**config.mk**
```make
export PLATFORM = sky130hd
export DESIGN_NAME = tea_iter_core
export DESIGN_NICKNAME = d
export VERILOG_FILES = /design/src/rtl/tea_pkg.sv /design/src/rtl/tea_round_fn.sv /design/src/rtl/tea_key_sel.sv /design/src/rtl/tea_sum_step.sv /design/src/rtl/tea_iter_core.sv
export SDC_FILE = /design/constraint.sdc
export NUM_CORES = 1
export LEC_CHECK = 0
export BUFFER_PORTS_ARGS = -buffer_cell sky130_fd_sc_hd__buf_4
export CORE_MARGIN = 4
export CORE_UTILIZATION = 61
export DETAILED_ROUTE_END_ITERATION = 10
export PLACE_DENSITY = 0.91
export REMOVE_ABC_BUFFERS = 1
export SKIP_CTS_REPAIR_TIMING = 1
export SYNTH_ARGS = -nofsm -noshare
export SYNTH_HDL_FRONTEND = slang
export SYNTH_SLANG_ARGS = --single-unit
```
**constraint.sdc**
```tcl
create_clock -name clk -period 13.8 [get_ports clk]
set_clock_uncertainty 0.1 [all_clocks]
set_input_delay 2.07 -clock clk [delete_from_list [all_inputs] [get_ports clk]]
set_output_delay 2.07 -clock clk [all_outputs]
set_load 0.02 [all_outputs]
```
**src/rtl/tea_pkg.sv**
```systemverilog
package tea_pkg;
    localparam int unsigned WORD_W = 32;

    typedef logic [WORD_W-1:0] word_t;

    typedef enum logic [1:0] {
        ST_IDLE  = 2'd0,
        ST_FIRST = 2'd1,
        ST_SECOND = 2'd2
    } tea_state_e;

    typedef struct packed {
        tea_state_e state;
        logic       dec;
        word_t      v0;
        word_t      v1;
        word_t      sum;
        logic       done;
    } tea_regs_t;
endpackage

```
**src/rtl/tea_round_fn.sv**
```systemverilog
module tea_round_fn
    import tea_pkg::*;
#(
    parameter int unsigned SHL = 4,
    parameter int unsigned SHR = 5
) (
    input  word_t x,
    input  word_t salt,
    output word_t mix
);
    word_t spread;

    always_comb begin
        spread = (x << SHL) ^ (x >> SHR);
        mix    = (spread + x) ^ salt;
    end
endmodule

```
**src/rtl/tea_key_sel.sv**
```systemverilog
module tea_key_sel
    import tea_pkg::*;
#(
    parameter int unsigned KSHIFT = 11
) (
    input  word_t                   sum,
    input  logic                    use_hi,
    input  logic [3:0][WORD_W-1:0]  keys,
    output word_t                   salt
);
    logic [1:0] idx;

    always_comb begin
        idx  = use_hi ? sum[KSHIFT +: 2] : sum[1:0];
        salt = sum + keys[idx];
    end
endmodule

```
**src/rtl/tea_sum_step.sv**
```systemverilog
module tea_sum_step
    import tea_pkg::*;
#(
    parameter word_t DELTA = 32'h9E37_79B9
) (
    input  word_t sum,
    input  logic  dec,
    output word_t sum_nx
);
    always_comb begin
        sum_nx = dec ? (sum - DELTA) : (sum + DELTA);
    end
endmodule

```
**src/rtl/tea_iter_core.sv**
```systemverilog
module tea_iter_core
    import tea_pkg::*;
#(
    parameter int unsigned CYCLES = 32,
    parameter logic [31:0] DELTA  = 32'h9E37_79B9,
    parameter int unsigned SHL    = 4,
    parameter int unsigned SHR    = 5,
    parameter int unsigned KSHIFT = 11
) (
    input  logic        clk,
    input  logic        rst_n,
    input  logic        start,
    input  logic        mode_dec,
    input  logic [31:0] din_hi,
    input  logic [31:0] din_lo,
    input  logic [31:0] key0,
    input  logic [31:0] key1,
    input  logic [31:0] key2,
    input  logic [31:0] key3,
    output logic [63:0] dout,
    output logic        done
);
    localparam logic [63:0] LIMIT_W = 64'(DELTA) * 64'(CYCLES);
    localparam word_t       LIMIT   = LIMIT_W[WORD_W-1:0];

    tea_regs_t r_q, r_d;

    logic                   upd_v0;
    logic                   ld_v0, ld_v1, ld_sum;
    word_t                  operand, target, salt, mix, upd_val, sum_nx;
    logic [3:0][WORD_W-1:0] key_arr;

    assign key_arr = {key3, key2, key1, key0};

    // Which word is rewritten this half-round: the first state of an
    // encrypt cycle and the second state of a decrypt cycle touch v0.
    always_comb begin
        upd_v0  = (r_q.state == ST_FIRST) ^ r_q.dec;
        operand = upd_v0 ? r_q.v1 : r_q.v0;
        target  = upd_v0 ? r_q.v0 : r_q.v1;
        upd_val = r_q.dec ? (target - mix) : (target + mix);
    end

    tea_key_sel #(.KSHIFT(KSHIFT)) u_key_sel (
        .sum    (r_q.sum),
        .use_hi (~upd_v0),
        .keys   (key_arr),
        .salt   (salt)
    );

    tea_round_fn #(.SHL(SHL), .SHR(SHR)) u_round_fn (
        .x    (operand),
        .salt (salt),
        .mix  (mix)
    );

    tea_sum_step #(.DELTA(DELTA)) u_sum_step (
        .sum    (r_q.sum),
        .dec    (r_q.dec),
        .sum_nx (sum_nx)
    );

    always_comb begin
        r_d      = r_q;
        r_d.done = 1'b0;
        ld_v0    = 1'b0;
        ld_v1    = 1'b0;
        ld_sum   = 1'b0;
        unique case (r_q.state)
            ST_IDLE: begin
                if (start) begin
                    r_d.state = ST_FIRST;
                    r_d.dec   = mode_dec;
                    r_d.v0    = din_hi;
                    r_d.v1    = din_lo;
                    r_d.sum   = mode_dec ? LIMIT : '0;
                end
            end
            ST_FIRST: begin
                ld_v0     = upd_v0;
                ld_v1     = ~upd_v0;
                ld_sum    = 1'b1;
                r_d.state = ST_SECOND;
            end
            ST_SECOND: begin
                ld_v0 = upd_v0;
                ld_v1 = ~upd_v0;
                if (r_q.sum == (r_q.dec ? word_t'(0) : LIMIT)) begin
                    r_d.state = ST_IDLE;
                    r_d.done  = 1'b1;
                end else begin
                    r_d.state = ST_FIRST;
                end
            end
            default: r_d.state = ST_IDLE;
        endcase
        if (ld_v0)  r_d.v0  = upd_val;
        if (ld_v1)  r_d.v1  = upd_val;
        if (ld_sum) r_d.sum = sum_nx;
    end

    always_ff @(posedge clk or negedge rst_n) begin
        if (!rst_n) begin
            r_q <= '{state: ST_IDLE, dec: 1'b0, v0: '0, v1: '0, sum: '0, done: 1'b0};
        end else begin
            r_q <= r_d;
        end
    end

    assign dout = {r_q.v0, r_q.v1};
    assign done = r_q.done;
endmodule

```
# Yosys cells after proc, flatten, opt, wreduce, memory -nomap -nowiden
# Index checks and enable logic that the tools add are counted.
[classes]
n_reduce_logical = 12
muxes = 21
addsub = 6
n_eq_ne = 4
n_lt_le_gt_ge = 1
n_mul = 0
div = 0
n_shift = 0
bitwise_logic = 4
[op_table]
columns = ["operator", "n"]
rows = [
  ["$mux W32", 10],
  ["$mux W99", 1],
  ["$add A32 B32 Y32", 3],
  ["$mux W96", 1],
  ["$bmux W32 S2", 1],
  ["$add A32 B32 Y32 const B", 1],
  ["$eq A32 B32 Y1", 1],
  ["$sub A32 B32 Y32", 1],
  ["$sub A32 B32 Y32 const B", 1],
  ["$xor A32 B27 Y32", 1],
  ["$xor A32 B32 Y32", 1],
  ["$reduce_bool A2 Y1", 6],
  ["$reduce_and A2 Y1", 4],
  ["$mux W1", 6],
  ["$pmux W2 S3", 1],
  ["$lt A2 B3 Y1 const B", 1],
  ["$eq A2 B1 Y1 const B", 1],
  ["$eq A2 B2 Y1 const B", 1],
  ["$logic_not A2 Y1", 1],
  ["$mux W2", 1],
  ["$ne A2 B2 Y1 const B", 1],
  ["$reduce_or A2 Y1", 1],
  ["$not A1 Y1", 1],
  ["$xor A1 B1 Y1", 1],
]
[totals]
latchBits = 0
mem_count = 0
mem_bits_ro = 0
output_inout_bits = 65
ff_bits = 100
inputBits = 196
ram_bits = 0

# Logic depth before layout (Yosys ltp)
# Gate-level depths: netlist of the first run.
[depth]
word_depth = 10
depth_mapped = 31
mapped_depth_nobuf = 29

# Hierarchy
# From an unflattened synthesis of the first run, not the netlist that was laid out.
[hier_totals]
cells_unflattened = 1753
area_unflattened_um2 = 14365.0
[modules_own_cells]
columns = ["module", "instances", "cells_each", "area_each_um2"]
rows = [
  ["tea_iter_core", 1, 961, 7980.2],
  ["tea_key_sel", 1, 275, 2519.9],
  ["tea_round_fn", 1, 285, 2162.1],
  ["tea_sum_step", 1, 232, 1702.9],
]

# Worst setup path after synthesis of the first run
# No wires, ideal clock.
[synth_timing]
path_type = "register to register"
startpoint = "register r_q[99] in the netlist's numbering"
endpoint = "register r_q, in the netlist dout[63]"
arrival_ns = 7.824
path_buffers = 2
stages_incl_launch_ff = 30
t_required_ns = 13.569
period_less_slack_ns = 8.056
setup_slack_ns = 5.744
path_cell_list = "dfrtp_1 > inv_1 > ha_1 > clkbuf_1 > xnor2_1 > mux2i_1 > clkbuf_1 > mux4_2 > ha_1 > and3_1 > a221o_1 > a211o_1 > o22a_4 > xnor2_2 > xnor2_1 > nor4_4 > nand3_1 > nor3b_1 > nor2_1 > xor2_1 > ha_1 > nand4_1 > nor4_1 > a32oi_1 > a211o_1 > o21ai_0 > a31oi_1 > o31ai_1 > nor4_1 > or3_1"
[synth_between]
elab_chain_len = 10
[synth_rtl]
columns = ["element", "line", "source"]
rows = [
  ["start: declaration", "tea_iter_core.sv:26", "tea_regs_t r_q, r_d;"],
  ["start signal: assignment", "tea_iter_core.sv:104", "r_q <= '{state: ST_IDLE, dec: 1'b0, v0: '0, v1: '0, sum: '0, done: 1'b0};"],
  ["start signal: assignment", "tea_iter_core.sv:106", "r_q <= r_d;"],
  ["$eq A2 B1 Y1", "tea_iter_core.sv:38, tea_iter_core.sv:69", ""],
  ["$xor A1 B1 Y1", "tea_iter_core.sv:38", "upd_v0 = (r_q.state == ST_FIRST) ^ r_q.dec;"],
  ["$mux W2", "tea_key_sel.sv:14", "idx = use_hi ? sum[KSHIFT +: 2] : sum[1:0];"],
  ["$bmux W32 S2", "tea_key_sel.sv:15", "salt = sum + keys[idx];"],
  ["$mux W32 (implied by the code)", "tea_key_sel.sv:15", ""],
  ["$add A32 B32 Y32", "tea_key_sel.sv:15", ""],
  ["$xor A32 B32 Y32", "tea_round_fn.sv:15", "mix = (spread + x) ^ salt;"],
  ["$add A32 B32 Y32 or $sub A32 B32 Y32 (tied branches)", "tea_iter_core.sv:41", "upd_val = r_q.dec ? (target - mix) : (target + mix);"],
  ["$mux W32", "tea_iter_core.sv:41", ""],
  ["$mux W32", "tea_iter_core.sv:97", "if (ld_v0) r_d.v0 = upd_val;"],
]
# Several ways; a longest one is shown, not always the timed one. The select of a mux whose other input is x is not followed.
# A chain may end at the register's enable or synchronous reset.

# Worst setup path in the final report of the first run
# Ends and elaborated chain as after synthesis.

==> qor.yml, run 1 <==
outcome: "completed"
critPathMaxFanout: 62
mostFrequentLayoutCells: "buf_4 (269), nand2_1 (172), a21oi_1 (141)"
ioPinCount: 261
synth_top_area_frac: 0.181
synth_area_leaders: "dfrtp_1 (18%), ha_1 (12%), xnor2_1 (7.8%)"
drcViolationCount: 0
die_x_um: 159
hold_violations: 0
grt_pass1_vias: 13094
antenna_found_initial: 0
cts_buffers: 9
dp_cells: 2064
gp_congestion: 0.952
first_pass_iters: 5
cts.clk_slew.worst_paths_ns: 0.08
cts_root_buf: "clkbuf_16"
cpMaxStageDelayCell: "ha_2"
final_cells: 2080
arrival_ns: 9.93
drt.antenna.violating_nets: 0
area_growth_syn_to_layout_pct: 14.6
hp-class: "flop to flop"
clock_sinks: 100
netlist_instances: 1643
dieArea_sq_mm: 0.0252
synthArstFlopShare: 1.00
ys.flop_type: "dfrtp_1"
yosys_warnings: 0
tns_ns: 0
required_ns: 13.95
htreeDepth: 3
grt_pass1_wl_um: 65300
finalNetCount: 2129
grt_util_all_layers: 0.306
grt_max_degree: 67
regArea_sq_mm: 0.00250
relSlewSlack: 0.222
slew_violations: 0
synth.largest_area_cell: "dfrtp_1"
wire_per_inst_um: 19.5
vias_per_cell: 6.41
rsz0062_at_grt: "false"
fmax_mhz: 102
clk_latency_ns: 0.36
insertedDiodeCount: 0
clockBufferDepth: 2
nFillCells: 1628
syn_area_sq_mm: 0.0139
yosysSeqAreaShare: 0.181
synth_seq_cells: 100
start_kind: "flop"
syn_area_per_cell_sq_um: 8.43
post-route-min-period_ns: 9.78
dr_total_vias: 13335
multiInputGateArea_sq_mm: 0.0105
gr-total-overflow: 0
cap_viol_max_count: 0
io_buffers: 260
finalCritPeriodShare: 0.709
start_util: 0.627
routed_wl_um: 40600
drt_iter0_drc: 1246
worst_slew_pin_slew_ns: 1.16
critical_path_class: "flop to flop"
ys_types: 76
post-dp-hpwl_um: 32100
finalSetupViolations: 0
end_kind: "flop"
cts_tree: "built"
final_common_cell: "buf_4"
die_y_um: 159
drive_gt1_frac: 0.223
num_rows: 54
core_sq_mm: 0.0221
synth-edff-count: 0
slowest_delay_ns: 0.91
sequential cells by signal, summed over array words and instances (netlist names):
name and flops:
r_q 35, dout 64, done 1
logic make-up (layout without fill, tap and decap cells):
group           after synthesis  after routing  synth area share
fa+ha+maj                   138            138             0.127
mux                         151            151             0.142
buf+inv                     175            332            0.0650
compound gates              488            488             0.222
flops                       100            100             0.181
simple gates                397            397             0.137
xor+xnor                    194            194             0.127
synthesized netlist by cell type (all sizes together), types with 19 or more instances:
cell    number
mux2i       73
mux4        32
a211oi      25
buf         78
a21oi      141
nand2      172
inv         47
o21ai      131
mux2        46
a31oi       28
clkbuf      50
xnor2      125
nor3        22
xor2        66
dfrtp      100
ha         134
a21o        64
nor2        77
nand3       19
worst max-delay path: cells and delay by family, from the launching register on:
family | cells | cell delay [ns]
AO/OA/AOI/OAI | 8 | 2.38
XOR/XNOR | 3 | 0.93
adder cells (fa/ha/maj) | 3 | 1.70
buffers and inverters | 2 | 0.65
flip-flops | 1 | 0.41
multiplexers | 2 | 1.25
AND/OR/NAND/NOR | 10 | 2.24
final cells by class:
type | count | share of cell area
Sequential cell | 100 | 0.158
Multi-Input combinational cell | 1368 | 0.663
Clock inverter | 6 | 0.00355
Clock buffer | 10 | 0.0151
Timing Repair Buffer | 269 | 0.127
Tap cell | 280 | 0.0221
Inverter | 47 | 0.0111
routing by layer:
| metal | vias up | part of all wire | GRT usage |
|---|---|---|---|
| met5 | - | 0 | 0 |
| met4 | 0 | 0.028 | 0.103 |
| met3 | 91 | 0.082 | 0.0438 |
| met2 | 662 | 0.47 | 0.514 |
| met1 | 6311 | 0.42 | 0.408 |
| li1 | 6271 | - | - |
final timing paths:
kind | startpoint | to | slack (ns) | depth (start not counted)
min reg2reg | dout[2] | dout[2] | 0.44 | 2
min | dout[2] | dout[2] | 0.44 | 2
max in group asynchronous | rst_n | dout[53] | 10.82 | 2
max reg2reg | r_q[99] | dout[63] | 4.02 | 28
min in group asynchronous | rst_n | r_q[4] | 1.59 | 1
max | r_q[99] | dout[63] | 4.02 | 28
through the flow:
step / cell area [sq um] / utilization / hold slack (ns) / setup slack, ns
floorplan: 13100 / - / 0.406 / -1.16
global placement: 15600 / 0.705 / 0.418 / 4.51
detailed placement: 15600 / 0.705 / 0.426 / 4.25
CTS: 15900 / 0.719 / 0.446 / 4.20
global route: 15900 / 0.719 / 0.455 / 3.47
finish: 15900 / 0.719 / 0.443 / 4.02
Power of run 1 is not shown: default switching activity piles up to over one toggle a cycle in this logic, so the estimate is an artifact.
==> inputs of run 2 (changes only) <==
--- a/config.mk
+++ b/config.mk
@@ -7,9 +7,9 @@
 export LEC_CHECK = 0
 export BUFFER_PORTS_ARGS = -buffer_cell sky130_fd_sc_hd__buf_4
 export CORE_MARGIN = 4
-export CORE_UTILIZATION = 61
+export CORE_UTILIZATION = 53
 export DETAILED_ROUTE_END_ITERATION = 10
-export PLACE_DENSITY = 0.91
+export PLACE_DENSITY = 0.84
 export REMOVE_ABC_BUFFERS = 1
 export SKIP_CTS_REPAIR_TIMING = 1
 export SYNTH_ARGS = -nofsm -noshare
==> constraint.sdc (replaced) <==
create_clock -name clk -period 8.5 [get_ports clk]
set_clock_uncertainty 0.1 [all_clocks]
set_input_delay 1.275 -clock clk [delete_from_list [all_inputs] [get_ports clk]]
set_output_delay 1.275 -clock clk [all_outputs]
set_load 0.02 [all_outputs]
==> run 2 against run 1 <==
  * Sequential share of layout area decreased by 0.18 points
  * Die area increased by 14%
  * Cell area increased by 1.1%
  * Register-to-register slack got worse by 3.4 ns
  * Fmax increased by 23%
  * Global-route usage decreased by 3.3 points
  * Via count about the same
  * First-iteration DRC count decreased by 4.0%
  * Setup slack got worse by 3.4 ns
  * Worst hold slack got worse by 0.00076 ns
  * Clock-buffer cell count decreased by 1
==> qor.yml, run 2 (synthesized netlist as in run 1, its figures left out) <==
die_x_um: 170
area_growth_syn_to_layout_pct: 15.9
ioPinCount: 261
fmax_mhz: 126
arrival_ns: 8.07
start_kind: "flop"
cts_buffers: 9
critPathMaxFanout: 7
io_buffers: 260
htreeDepth: 3
end_kind: "flop"
cpMaxStageDelayCell: "mux4_2"
antenna_found_initial: 0
grt_pass1_wl_um: 64900
finalCritPeriodShare: 0.932
hp-class: "flop to flop"
start_util: 0.544
r2r_slack_ns: 0.58
crit_family: "compound AO/OA/AOI/OAI gates"
required_ns: 8.65
slew_violations: 0
drive_gt1_frac: 0.229
gr-total-overflow: 0
top_usage_layer: "met2"
first_pass_iters: 6
nFillCells: 2122
r2r-start: "r_q[99]"
reg2regPathDepth: 28
gp_congestion: 0.973
vias_per_cell: 6.22
grt_util_all_layers: 0.273
cts_tree: "built"
whs_path_depth: 2
gr-usage-met2: 0.462
hold_path.startpoint: "dout[39]"
rsz0062_at_grt: "false"
clock_sinks: 100
relSlewSlack: 0.187
cp_num_buf_inv: 2
hold_violations: 0
insertedDiodeCount: 0
clk_latency_ns: 0.37
mostFrequentLayoutCells: "buf_4 (279), nand2_1 (172), a21oi_1 (141)"
reg2reg_to: "dout[63]"
finalSetupViolations: 0
num_rows: 58
wire_per_inst_um: 19.4
post-route-min-period_ns: 7.92
grt_pass1_vias: 13075
place_area_sq_mm: 0.0157
die_y_um: 170
cap_viol_max_count: 0
slowest_delay_ns: 0.50
core_sq_mm: 0.0255
cts_root_buf: "clkbuf_16"
cts.clk_slew.worst_paths_ns: 0.08
largest_register_ffs: 64
drt_iter0_drc: 1196
use_met3: 0.0289
drcViolationCount: 0
dieArea_sq_mm: 0.0288
post-dp-hpwl_um: 32700
routed_wl_um: 41500
worst_slew_pin_slew_ns: 1.22
grt_max_degree: 67
grt_use_met1: 0.369
outcome: "completed"
critical_path_class: "flop to flop"
clockBufferDepth: 2
finalNetCount: 2142
hold_end: "dout[39]"
final_common_cell: "buf_4"
dr_total_vias: 13329
drt.antenna.violating_nets: 0
post-route-cell-area_sq_mm: 0.0161
run 2: changes by cell type in the layout (fill, tap and decap cells not counted), moves of 2 or more:
cell        previous run  this run
buf_4                269       279
clkinvlp_4             1         4
clkinv_4               3         0
buf_6                  0         2
run 2: metal layers:
metal,vias up,wire [um]
li1,6284,-
met1,6370,17800
met2,599,19700
met3,76,2950
met4,0,1060
met5,-,0
run 2: worst max-delay path by stage:
stage | startpoint | to | slack [ns] | cells after the start
2_1_floorplan | r_q[99] | dout[63] | -6.46 | 27
3_3_place_gp | r_q[99] | dout[63] | 0.56 | 28
4_1_cts | r_q[99] | dout[63] | 0.32 | 28
6_report | r_q[99] | dout[63] | 0.58 | 28
3_5_place_dp | r_q[99] | dout[63] | 0.32 | 28
5_1_grt | r_q[99] | dout[28] | 0.07 | 28
run 2: worst reg2reg max path: cells and delay by family (launching register included):
kind                     cells  cell delay (ns)
AO/OA/AOI/OAI                8             2.16
AND/OR/NAND/NOR             10             2.08
adder cells (fa/ha/maj)      3             1.04
multiplexers                 2             0.84
XOR/XNOR                     3             0.83
flip-flops                   1             0.43
buffers and inverters        2             0.34
run 2: final cells by class:
type                            instances  area [sq um]  area share
Clock buffer                            9           225      0.0140
Multi-Input combinational cell       1368         10600       0.657
Sequential cell                       100          2500       0.156
Inverter                               47           176      0.0110
Tap cell                              330           413      0.0257
Timing Repair Buffer                  282          2140       0.133
Clock inverter                          6          50.0     0.00312
run 2: metrics by stage:
| stage | util | setup TNS (ns) | hold slack (ns) | instances | setup slack [ns] |
|---|---|---|---|---|---|
| 2_1_floorplan | - | -322.02 | 0.406 | 1515 | -6.46 |
| 3_3_place_gp | 0.618 | 0 | 0.420 | 2126 | 0.564 |
| 3_5_place_dp | 0.618 | 0 | 0.436 | 2126 | 0.323 |
| 4_1_cts | 0.629 | 0 | 0.453 | 2141 | 0.323 |
| 5_1_grt | 0.631 | 0 | 0.476 | 2142 | 0.0685 |
| 6_report | 0.631 | 0 | 0.442 | 2142 | 0.581 |
Power of run 2 is left out for the same reason.
==> inputs of run 3 (changes only) <==
--- a/config.mk
+++ b/config.mk
@@ -5,13 +5,14 @@
 export SDC_FILE = /design/constraint.sdc
 export NUM_CORES = 1
 export LEC_CHECK = 0
+export ABC_AREA = 1
 export BUFFER_PORTS_ARGS = -buffer_cell sky130_fd_sc_hd__buf_4
-export CORE_MARGIN = 4
-export CORE_UTILIZATION = 53
+export CORE_UTILIZATION = 54
 export DETAILED_ROUTE_END_ITERATION = 10
 export PLACE_DENSITY = 0.84
 export REMOVE_ABC_BUFFERS = 1
 export SKIP_CTS_REPAIR_TIMING = 1
+export SLEW_MARGIN = 0
 export SYNTH_ARGS = -nofsm -noshare
 export SYNTH_HDL_FRONTEND = slang
 export SYNTH_SLANG_ARGS = --single-unit
==> run 3 against run 2 <==
  * First-iteration DRC count up 46%
  * Area after synthesis rose by 15%
  * Worst hold slack got worse by 0.0090 ns
  * Routed wire length up 34%
  * Global-route usage up 9.2 points
  * Non-clock buffer count is 7 higher
  * Sequential share of layout area shrank 1.8 points
  * Fmax grew 1.9%
==> qor.yml, run 3 <==
outcome: "completed"
cts.clk_slew.worst_paths_ns: 0.08
dieArea_sq_mm: 0.0302
grt_pass1_vias: 17505
dp_cells: 3248
syn_area_per_cell_sq_um: 5.90
grt_util_all_layers: 0.365
cts_tree: "built"
num_rows: 62
cts_buffers: 9
ys_types: 53
drive_gt1_frac: 0.129
dr_total_vias: 18372
die_x_um: 174
synth_top_area_frac: 0.183
insertedDiodeCount: 0
drt.antenna.violating_nets: 0
hp-class: "flop to flop"
synth-edff-count: 0
yosysSeqAreaShare: 0.157
yosysMostFrequentCell: "nand2_1"
drcViolationCount: 0
place_area_sq_mm: 0.0179
final_cells: 3264
start_util: 0.553
post-route-cell-area_sq_mm: 0.0182
largest_register_ffs: 64
grt_max_degree: 65
synth-adder-area-share: 0.110
post-route-min-period_ns: 7.77
synth_area_leaders: "nand2_1 (18%), dfrtp_1 (16%), ha_1 (11%)"
clockBufferDepth: 2
vias_per_cell: 5.63
yosys_warnings: 0
cts_root_buf: "clkbuf_16"
netlist_instances: 2707
start_kind: "flop"
gr-total-overflow: 0
clk_latency_ns: 0.38
die_y_um: 174
worst_slew_pin_slew_ns: 1.13
core_sq_mm: 0.0289
mostFrequentLayoutCells: "nand2_1 (780), inv_1 (367), buf_4 (289)"
wire_per_inst_um: 17.1
syn_area_sq_mm: 0.0160
synth_seq_cells: 100
clock_sinks: 100
routed_wl_um: 55700
finalCritPeriodShare: 0.914
arrival_ns: 7.95
synth_common_cells: "nand2_1 (780), inv_1 (367), o21ai_0 (246), nor2_1 (239), nand3_1 (148)"
relSlewSlack: 0.236
gp_congestion: 1.04
cpMaxStageDelayCell: "o21ai_0"
htreeDepth: 3
rsz0062_at_grt: "false"
yosys.area_share.simple: 0.340
ys.flop_type: "dfrtp_1"
fmax_mhz: 129
io_buffers: 260
critPathMaxFanout: 39
synth.largest_area_cell: "nand2_1"
area_growth_syn_to_layout_pct: 14.1
critical_path_class: "flop to flop"
required_ns: 8.68
end_kind: "flop"
slew_violations: 0
hold_violations: 0
synthMuxAreaShare: 0
synth-compound-area-share: 0.190
crit_top_cell: "nand2_1"
tns_ns: 0
ioPinCount: 261
slowest_delay_ns: 0.92
first_pass_iters: 6
grt_pass1_wl_um: 88300
final_common_cell: "nand2_1"
post-dp-hpwl_um: 45100
synth_xor_area_frac: 0.0666
synthArstFlopShare: 1.00
drt_iter0_drc: 1751
antenna_found_initial: 0
r2r_slack_ns: 0.73
synth_top_family_by_area: "simple AND/OR/NAND/NOR gates"
finalNetCount: 3209
cap_viol_max_count: 0
finalSetupViolations: 0
==> run 3: changes by cell type after synthesis, moves of 23 or more <==
| cell | before | now |
|---|---|---|
| mux2i_1 | 73 | 0 |
| o211ai_1 | 6 | 29 |
| nor2_1 | 77 | 239 |
| o22ai_1 | 3 | 53 |
| a21o_1 | 64 | 11 |
| xnor2_1 | 123 | 39 |
| a31oi_1 | 28 | 5 |
| mux4_2 | 32 | 0 |
| nand3_1 | 19 | 148 |
| mux2_2 | 46 | 0 |
| nand2_1 | 172 | 780 |
| o21ai_0 | 129 | 246 |
| inv_1 | 47 | 367 |
==> run 3: worst paths after layout <==
check | from | end | depth (start not counted)
setup reg to reg | r_q[99] | dout[63] | 33
hold reg to reg | dout[59] | dout[59] | 2
min in group asynchronous | rst_n | dout[27] | 1
hold / removal | dout[59] | dout[59] | 2
max in group asynchronous | rst_n | r_q[5] | 2
setup / recovery | r_q[99] | dout[63] | 33
==> run 3: cells by family after synthesis <==
| family | Yosys count |
|---|---|
| adder cells (fa/ha/maj) | 138 |
| AND/OR/NAND/NOR | 1293 |
| AO/OA/AOI/OAI | 546 |
| flip-flops | 100 |
| XOR/XNOR | 118 |
| buffers and inverters | 512 |
==> run 3: final cells by class <==
| type | instances | area (sq um) |
|---|---|---|
| Timing Repair Buffer | 289 | 2170 |
| Clock buffer | 10 | 239 |
| Sequential cell | 100 | 2500 |
| Clock inverter | 6 | 80.1 |
| Multi-Input combinational cell | 2095 | 11300 |
| Tap cell | 384 | 480 |
| Fill cell | 2864 | 10600 |
| Inverter | 380 | 1430 |
==> run 3: per-layer routing <==
metal / vias to the layer above / wire length (um) / track usage / share of wire
met4: 0 / 1730 / 0.136 / 0.031
met5: - / 0 / 0 / 0
met1: 8363 / 24400 / 0.493 / 0.44
met2: 808 / 24200 / 0.580 / 0.43
li1: 9084 / - / - / -
met3: 117 / 5400 / 0.0643 / 0.097
==> run 3: through the flow <==
step	setup WS, ns	hold slack [ns]	utilization
final	0.728	0.433	0.631
after global routing	0.316	0.457	0.631
after CTS	1.16	0.430	0.631
after detailed placement	1.18	0.411	0.620
after global placement	1.28	0.403	0.620
after floorplan	1.32	0.400	-
==> run 3: worst max-delay path: cells and delay by family, from the launching register on <==
kind / cells / cell delay [ns]
compound gates: 5 / 1.85
xor+xnor: 2 / 0.48
fa+ha+maj: 3 / 1.50
buf+inv: 4 / 0.63
flops: 1 / 0.42
simple gates: 19 / 2.67
Power of run 3 is left out for the same reason.
